$ cat src/rtl/apicb_pkg.sv
package apicb_pkg;

    localparam int REG_W   = 32;
    localparam int SHORT_W = 8;
    localparam int ADDR_W  = 20;

    typedef struct packed {
        logic [ADDR_W-1:0] addr;     // bits 31:12
        logic              enable;   // bit 11
        logic              ext;      // bit 10
        logic              rsv9;     // bit 9
        logic              boot;     // bit 8
        logic [7:0]        low;      // bits 7:0
    } base_t;

    typedef struct packed {
        logic [REG_W-1:0]   wide;
        logic [SHORT_W-1:0] short_id;
    } ident_t;

    function automatic base_t rebuild_base(logic [ADDR_W-1:0] addr, logic boot);
        base_t b;
        b        = '0;
        b.addr   = addr;
        b.enable = 1'b1;
        b.boot   = boot;
        return b;
    endfunction

endpackage

$ cat src/rtl/apicb_base_reg.sv
module apicb_base_reg
    import apicb_pkg::*;
#(
    parameter logic [ADDR_W-1:0] DEFAULT_ADDR = 20'hFEE00
) (
    input  logic             clk,
    input  logic             rst,
    input  logic             soft_rst,
    input  logic             base_we,
    input  logic [REG_W-1:0] base_wdata,
    input  logic             boot_set,
    input  logic             boot_val,
    output base_t            base_q,
    output logic             ext_rise
);

    base_t wr_view;
    assign wr_view = base_t'(base_wdata);

    assign ext_rise = base_we && !soft_rst && !base_q.ext && wr_view.ext;

    always_ff @(posedge clk) begin
        if (rst) begin
            base_q <= rebuild_base(DEFAULT_ADDR, 1'b0);
        end else if (soft_rst) begin
            base_q <= rebuild_base(DEFAULT_ADDR, base_q.boot);
        end else if (base_we) begin
            base_q <= wr_view;
        end else if (boot_set) begin
            base_q.boot <= boot_val;
        end
    end

    assert_soft_rebuild_R2: assert property (@(posedge clk) disable iff (rst)
        soft_rst |=> (base_q == rebuild_base(DEFAULT_ADDR, $past(base_q.boot))));

    assert_boot_only_R5: assert property (@(posedge clk) disable iff (rst)
        (boot_set && !soft_rst && !base_we) |=>
            ($stable(base_q.addr) && $stable(base_q.enable) && $stable(base_q.ext)
             && $stable(base_q.rsv9) && $stable(base_q.low) && base_q.boot == $past(boot_val)));

    assert_write_back_R11: assert property (@(posedge clk) disable iff (rst)
        (base_we && !soft_rst) |=> (base_q == $past(base_wdata)));

endmodule

$ cat src/rtl/apicb_ident_reg.sv
module apicb_ident_reg
    import apicb_pkg::*;
#(
    parameter logic [REG_W-1:0] RESET_ID = '0
) (
    input  logic               clk,
    input  logic               rst,
    input  logic               soft_rst,
    input  logic               ext_rise,
    input  logic               ext_mode,
    input  logic               load_valid,
    input  logic [REG_W-1:0]   load_data,
    input  logic               wr_valid,
    input  logic [SHORT_W-1:0] wr_data,
    output ident_t             ident_q
);

    always_ff @(posedge clk) begin
        if (rst) begin
            ident_q.wide     <= RESET_ID;
            ident_q.short_id <= RESET_ID[SHORT_W-1:0];
        end else if (soft_rst) begin
            ident_q.short_id <= ident_q.wide[SHORT_W-1:0];
        end else if (load_valid) begin
            ident_q.wide     <= load_data;
            ident_q.short_id <= load_data[SHORT_W-1:0];
        end else if (ext_rise) begin
            ident_q.short_id <= ident_q.wide[SHORT_W-1:0];
        end else if (wr_valid && !ext_mode) begin
            ident_q.short_id <= wr_data;
        end
    end

    assert_ext_reload_R1: assert property (@(posedge clk) disable iff (rst)
        (ext_rise && !load_valid) |=> (ident_q.short_id == $past(ident_q.wide[SHORT_W-1:0])));

    assert_soft_reload_R3: assert property (@(posedge clk) disable iff (rst)
        soft_rst |=> (ident_q.short_id == $past(ident_q.wide[SHORT_W-1:0])));

    assert_load_both_R6: assert property (@(posedge clk) disable iff (rst)
        (load_valid && !soft_rst) |=>
            (ident_q.wide == $past(load_data) && ident_q.short_id == $past(load_data[SHORT_W-1:0])));

    assert_ext_write_ignored_R8: assert property (@(posedge clk) disable iff (rst)
        (wr_valid && ext_mode && !soft_rst && !load_valid && !ext_rise) |=> $stable(ident_q));

    assert_wide_kept_R7: assert property (@(posedge clk) disable iff (rst)
        (!load_valid) |=> $stable(ident_q.wide));

endmodule

$ cat src/rtl/apicb_id_view.sv
module apicb_id_view
    import apicb_pkg::*;
(
    input  logic             ext_mode,
    input  ident_t           ident,
    output logic [REG_W-1:0] id_rdata
);

    logic [REG_W-1:0] short_ext;

    generate
        if (REG_W > SHORT_W) begin : g_pad
            assign short_ext = {{(REG_W-SHORT_W){1'b0}}, ident.short_id};
        end else begin : g_nopad
            assign short_ext = ident.short_id[REG_W-1:0];
        end
    endgenerate

    assign id_rdata = ext_mode ? ident.wide : short_ext;

    always_comb begin
        if (!ext_mode) begin
            assert_short_zero_R4: assert (id_rdata[REG_W-1:SHORT_W] == '0);
        end
    end

endmodule

$ cat src/rtl/apic_base_ident.sv
module apic_base_ident
    import apicb_pkg::*;
#(
    parameter logic [ADDR_W-1:0] DEFAULT_ADDR = 20'hFEE00,
    parameter logic [REG_W-1:0]  RESET_ID     = '0
) (
    input  logic               clk,
    input  logic               rst,
    input  logic               soft_rst,
    input  logic               base_we,
    input  logic [REG_W-1:0]   base_wdata,
    output logic [REG_W-1:0]   base_rdata,
    input  logic               boot_set,
    input  logic               boot_val,
    input  logic               id_load,
    input  logic [REG_W-1:0]   id_load_data,
    input  logic               id_we,
    input  logic [SHORT_W-1:0] id_wdata,
    output logic [REG_W-1:0]   id_rdata,
    output logic               mode_enable,
    output logic               mode_ext,
    output logic               mode_boot
);

    base_t  base_q;
    ident_t ident_q;
    logic   ext_rise;

    apicb_base_reg #(.DEFAULT_ADDR(DEFAULT_ADDR)) u_base (
        .clk       (clk),
        .rst       (rst),
        .soft_rst  (soft_rst),
        .base_we   (base_we),
        .base_wdata(base_wdata),
        .boot_set  (boot_set),
        .boot_val  (boot_val),
        .base_q    (base_q),
        .ext_rise  (ext_rise)
    );

    apicb_ident_reg #(.RESET_ID(RESET_ID)) u_ident (
        .clk       (clk),
        .rst       (rst),
        .soft_rst  (soft_rst),
        .ext_rise  (ext_rise),
        .ext_mode  (base_q.ext),
        .load_valid(id_load),
        .load_data (id_load_data),
        .wr_valid  (id_we),
        .wr_data   (id_wdata),
        .ident_q   (ident_q)
    );

    apicb_id_view u_view (
        .ext_mode(base_q.ext),
        .ident   (ident_q),
        .id_rdata(id_rdata)
    );

    assign base_rdata  = base_q;
    assign mode_enable = base_q.enable;
    assign mode_ext    = base_q.ext;
    assign mode_boot   = base_q.boot;

    assert_prio_soft_R12: assert property (@(posedge clk) disable iff (rst)
        (soft_rst && base_we) |=> (base_rdata[31:12] == DEFAULT_ADDR && !mode_ext));

    assert_keep_ext_R9: assert property (@(posedge clk) disable iff (rst)
        (base_we && !soft_rst && !id_load && !id_we && !(base_wdata[10] && !mode_ext))
            |=> $stable(ident_q.short_id));

endmodule

$ cat config.mk
export PLATFORM = sky130hd
export DESIGN_NAME = apic_base_ident
export DESIGN_NICKNAME = d
export VERILOG_FILES = /design/src/rtl/apicb_pkg.sv /design/src/rtl/apicb_base_reg.sv /design/src/rtl/apicb_ident_reg.sv /design/src/rtl/apicb_id_view.sv /design/src/rtl/apic_base_ident.sv
export SDC_FILE = /design/constraint.sdc
export NUM_CORES = 1
export LEC_CHECK = 0
export ABC_CLOCK_PERIOD_IN_PS = 2000
export BUFFER_PORTS_ARGS = -buffer_cell sky130_fd_sc_hd__clkbuf_2
export CAP_MARGIN = 20
export CORE_UTILIZATION = 46
export DETAILED_ROUTE_END_ITERATION = 10
export HOLD_SLACK_MARGIN = 0.02
export PLACE_DENSITY = 0.83
export SLEW_MARGIN = 20
export SYNTH_ARGS = -nofsm -noshare
export SYNTH_HDL_FRONTEND = slang
export SYNTH_SLANG_ARGS = --single-unit
$ cat constraint.sdc
create_clock -name clk -period 2 [get_ports clk]
set_input_delay 0.6 -clock clk [delete_from_list [all_inputs] [get_ports clk]]
set_output_delay 0.6 -clock clk [all_outputs]
set_load 0.01 [all_outputs]
Word level (Yosys, flattened, before mapping)
Cells that the tools add are included.
W data, S select, Z words.
- mux-type cells: 7
- bitwise operators: 1
- reductions and logical operators: 11
- operators by type and width (cell ; number):
    $mux W32 ; 1
    $mux W8 ; 4
    $logic_and A1 B1 Y1 ; 4
    $reduce_and A2 Y1 ; 2
    $reduce_bool A4 Y1 ; 1
    $logic_not A1 Y1 ; 2
    $mux W1 ; 2
    $reduce_bool A2 Y1 ; 1
    $reduce_or A2 Y1 ; 1
    $not A1 Y1 ; 1
- register bits: 72
- input bits: 80
- output and inout port bits: 67
- word-level logic and storage cells: 27

Depth between registers and ports, before layout
- word-level depth: 7
- gate-level depth with buffers: 7
- depth with buffers taken out: 3

Modules after synthesis
A second synthesis with hierarchy kept.
- cell total of the unflattened synthesis: 356
- area total of the unflattened synthesis: 3100.5 um2
- by module, submodules not included (module ; times used ; cells each ; area an instance (um2) ; seq. area each (um2)):
    apicb_ident_reg ; 1 ; 209 ; 1621.6 ; 800.8
    apicb_base_reg ; 1 ; 109 ; 1167.4 ; 640.6
    apicb_id_view ; 1 ; 35 ; 289.0 ; 0.0
    apic_base_ident ; 1 ; 3 ; 22.5 ; 0.0

Least setup slack after synthesis
Ideal clock, no wire load.
- path kind: register -> output
- start: reg, netlist name u_base.base_q[10]
- end: out id_rdata[3]
- arrival time: 1.205 ns
- required time: 1.400 ns
- slack: 0.195 ns
- cell stages (with the launch flop): 4
- path buffers: 2
- cell sequence: dfxtp_1 > buf_4 > clkbuf_1 > mux2_2
- cells in the longest elaborated chain, start to end: 1
- ends and longest elaborated chain (item ; line ; RTL):
    $mux W32 ; apicb_id_view.sv:19 ; assign id_rdata = ext_mode ? ident.wide : short_ext;
    end, declared ; apic_base_ident.sv:19 ; output logic [REG_W-1:0] id_rdata,
No other way between the ends.

Worst setup path in the final report
- start: reg, netlist name u_base.base_q[10]
- end: out id_rdata[5]
- cells in the longest elaborated chain, start to end: 1
- ends and longest elaborated chain (item ; line):
    $mux W32 ; apicb_id_view.sv:19
No other way between the ends.

==> impl_metrics.toml <==
[status]
status = "finished, violations left"
violations = "DRC"

[finish]
utilization_pct = 64.41
stdcell_count = 577
synthToLayoutAreaGrowth_pct = 33.11
layout.nets = 576
diodes = 0
drive_above_1_share_pct = 36.80
finish.instance_area_um2 = 4160

[sta]
fin_crit_ns = 1.937
rsz0062_at_grt = "false"
maxSlewHeadroom_pct = 59.56
tns_ns = 0
final.setup_skew_ns = 0.008037
hold_viol = 0
setup_viol_count_final = 0
fin_crit_sh_pct = 96.86
max_freq_mhz = 516.2
tightest_slew_ns = 0.6066
slew_viol_final = 0

[critical_path]
critical_path.max_stage_delay_ns = 0.36
arrival_ns = 1.34
crit_type = "flip-flop to primary output"
critPathRequiredTime_ns = 1.40
path_cells = "buf_12 > mux2_2 > clkbuf_2"
critPathCaptureType = "primary output"
critical_path.max_fanout = 20
crit_path_start_kind = "flip-flop"
slowest_stage = "dfxtp_1"

[cts]
root_buffer = "clkbuf_8"
postCtsSetupRepairBufs = 0
ctsHoldBuffers = 0
cts.path.max_buffers = 2
clk_pin_slew_worst_paths_ns = 0.07
cts_tree = "built"
cts_resized = 1
cts-buffers-inserted = 9
clk_latency_ns = 0.33
cts_sinks = 72
htreeDepth = 3

[yosys]
yosysMostFrequentCell = "nand2_1"
avgSynthCellArea_um2 = 8.658
ys_warn_count = 0
synthCells = 361
synth.net_count = 441
netlist_top_cells_count = "nand2_1, dfxtp_1, a21oi_1"
synth_top_cells_by_area = "dfxtp_1, mux2i_1, nand2_1, a21oi_1, and2_1"
synth_top_area_share_pct = 46.12
synth-main-ff-cell = "dfxtp_1"
ys_ff_latch = 72
yosysUniqueCellTypes = 25
synth-edff-count = 0
synth.cell_area_um2 = 3125
async_flop_share_pct = 0
seq_area_frac_synth_pct = 46.12
synth_largest_area_cell = "dfxtp_1"

[grt]
grt_usage_pct = 23.03
grt_overflow = 0
grt_first_pass_wirelength_mm = 13.01
antenna_found_initial = 0
grt_max_degree = 33
grt_pass1_vias = 2880

[floorplanning]
io_pins = 147
die_w_um = 84.43
core-area_um2 = 6459
fp.dieH_um = 84.43
start_util_pct = 48.39
fp.dieArea_um2 = 7128
rows = 29

[power]
power_density_nw_per_um2 = 794.1
p_leak_uw = 0.001948
max-vdd-ir-drop_v = 0.0005036

[placement]
placed_cell_area_um2 = 3908
numPortBuffers = 146
dp.cells = 562
dp_hpwl_mm = 5.726
place_congestion = 0.8044

[run]
max_cap_viol_count = 0

[routing]
dr_total_vias = 3010
drc = 8
routed-wl-met2_mm = 4.153
routed-wl-met3_um = 618
final_antenna_net_count = 0
drt-initial-drc-count = 226
via_per_inst = 5.217
wl_per_cell_um = 14.11
wirelength_mm = 8.141
firstDrtPassIters = 8
dr.max_layer_used = "met4"
met1_length_mm = 3.288

[hold_path]
hp-class = "flip-flop to flip-flop"
[sequential cells by signal, indices dropped and copies added (netlist names)]
name	flops
u_base.base_q	32
u_ident.ident_q	40
[cell families after synthesis]
group / share of synthesized area [%]
AOI/OAI and AO/OA: 10.77
buffers and inverters: 6.125
and+or+nand+nor: 24.18
muxes: 12.81
DFF: 46.12
[critical path: cells and delay by family, from the launching register on]
family	cells	cell delay (ns)
flip-flops	1	0.36
buffers and inverters	2	0.29
multiplexers	1	0.35
[worst paths after layout]
path | slack (ns) | cells after the start | from | end
worst max-delay path | 0.06 | 3 | u_base.base_q[10] | id_rdata[5]
worst min-delay path | 0.45 | 2 | u_ident.ident_q[35] | u_ident.ident_q[35]
worst max register to register | 0.35 | 5 | u_base.base_q[10] | u_ident.ident_q[3]
worst min register to register | 0.45 | 2 | u_ident.ident_q[35] | u_ident.ident_q[35]
[cell type report]
cell class,count,area [µm²]
Tap cell,77,96.34
Fill cell,546,2298
Sequential cell,72,1441
Clock buffer,9,123.9
Clock inverter,6,108.9
Multi-Input combinational cell,252,1493
Inverter,1,3.754
Timing Repair Buffer,160,893.4
[through the flow]
step / hold slack (ns) / setup slack (ns) / power, µW
3_3_place_gp: 0.4374 / 0.1404 / 1961
3_5_place_dp: 0.4449 / 0.02774 / 1978
6_report: 0.4511 / 0.06290 / 3304
4_1_cts: 0.4557 / 0.003711 / 3335
5_1_grt: 0.4513 / 0.006182 / 3452
2_1_floorplan: 0.4317 / 0.1951 / 1803
[report_power, final]
group / internal [µW] / total (µW) / switching [µW]
registers: 1500 / 1530 / 35.4
logic: 200 / 417 / 217
clock network: 820 / 1350 / 535
[placed cells by master (no fill, tap or decap), drive strengths merged]
cell type  synthesis  final
clkbuf            24    155
a21oi             32     32
a221oi             1      1
nand3             16     16
mux2               8      8
or2                2      2
bufinv             0      3
o21ai              2      2
inv                1      1
nand3b             9      9
nand2             75     75
nor4               8      8
nor2              23     23
buf               12     14
and2              24     24
nor2b              2      2
nand2b             1      1
o311a              8      8
mux2i             31     31
o21a               1      1
dfxtp             72     72
clkinv             0      3
a311oi             8      8
and3b              1      1
[metal layers]
layer / vias up / global-route usage [%]
met3: 8 / 7.866
met1: 1385 / 25.52
met4: 0 / 8.629
met5: - / 0
li1: 1497 / -
met2: 120 / 40.91
(Power assumes the default switching activity.)
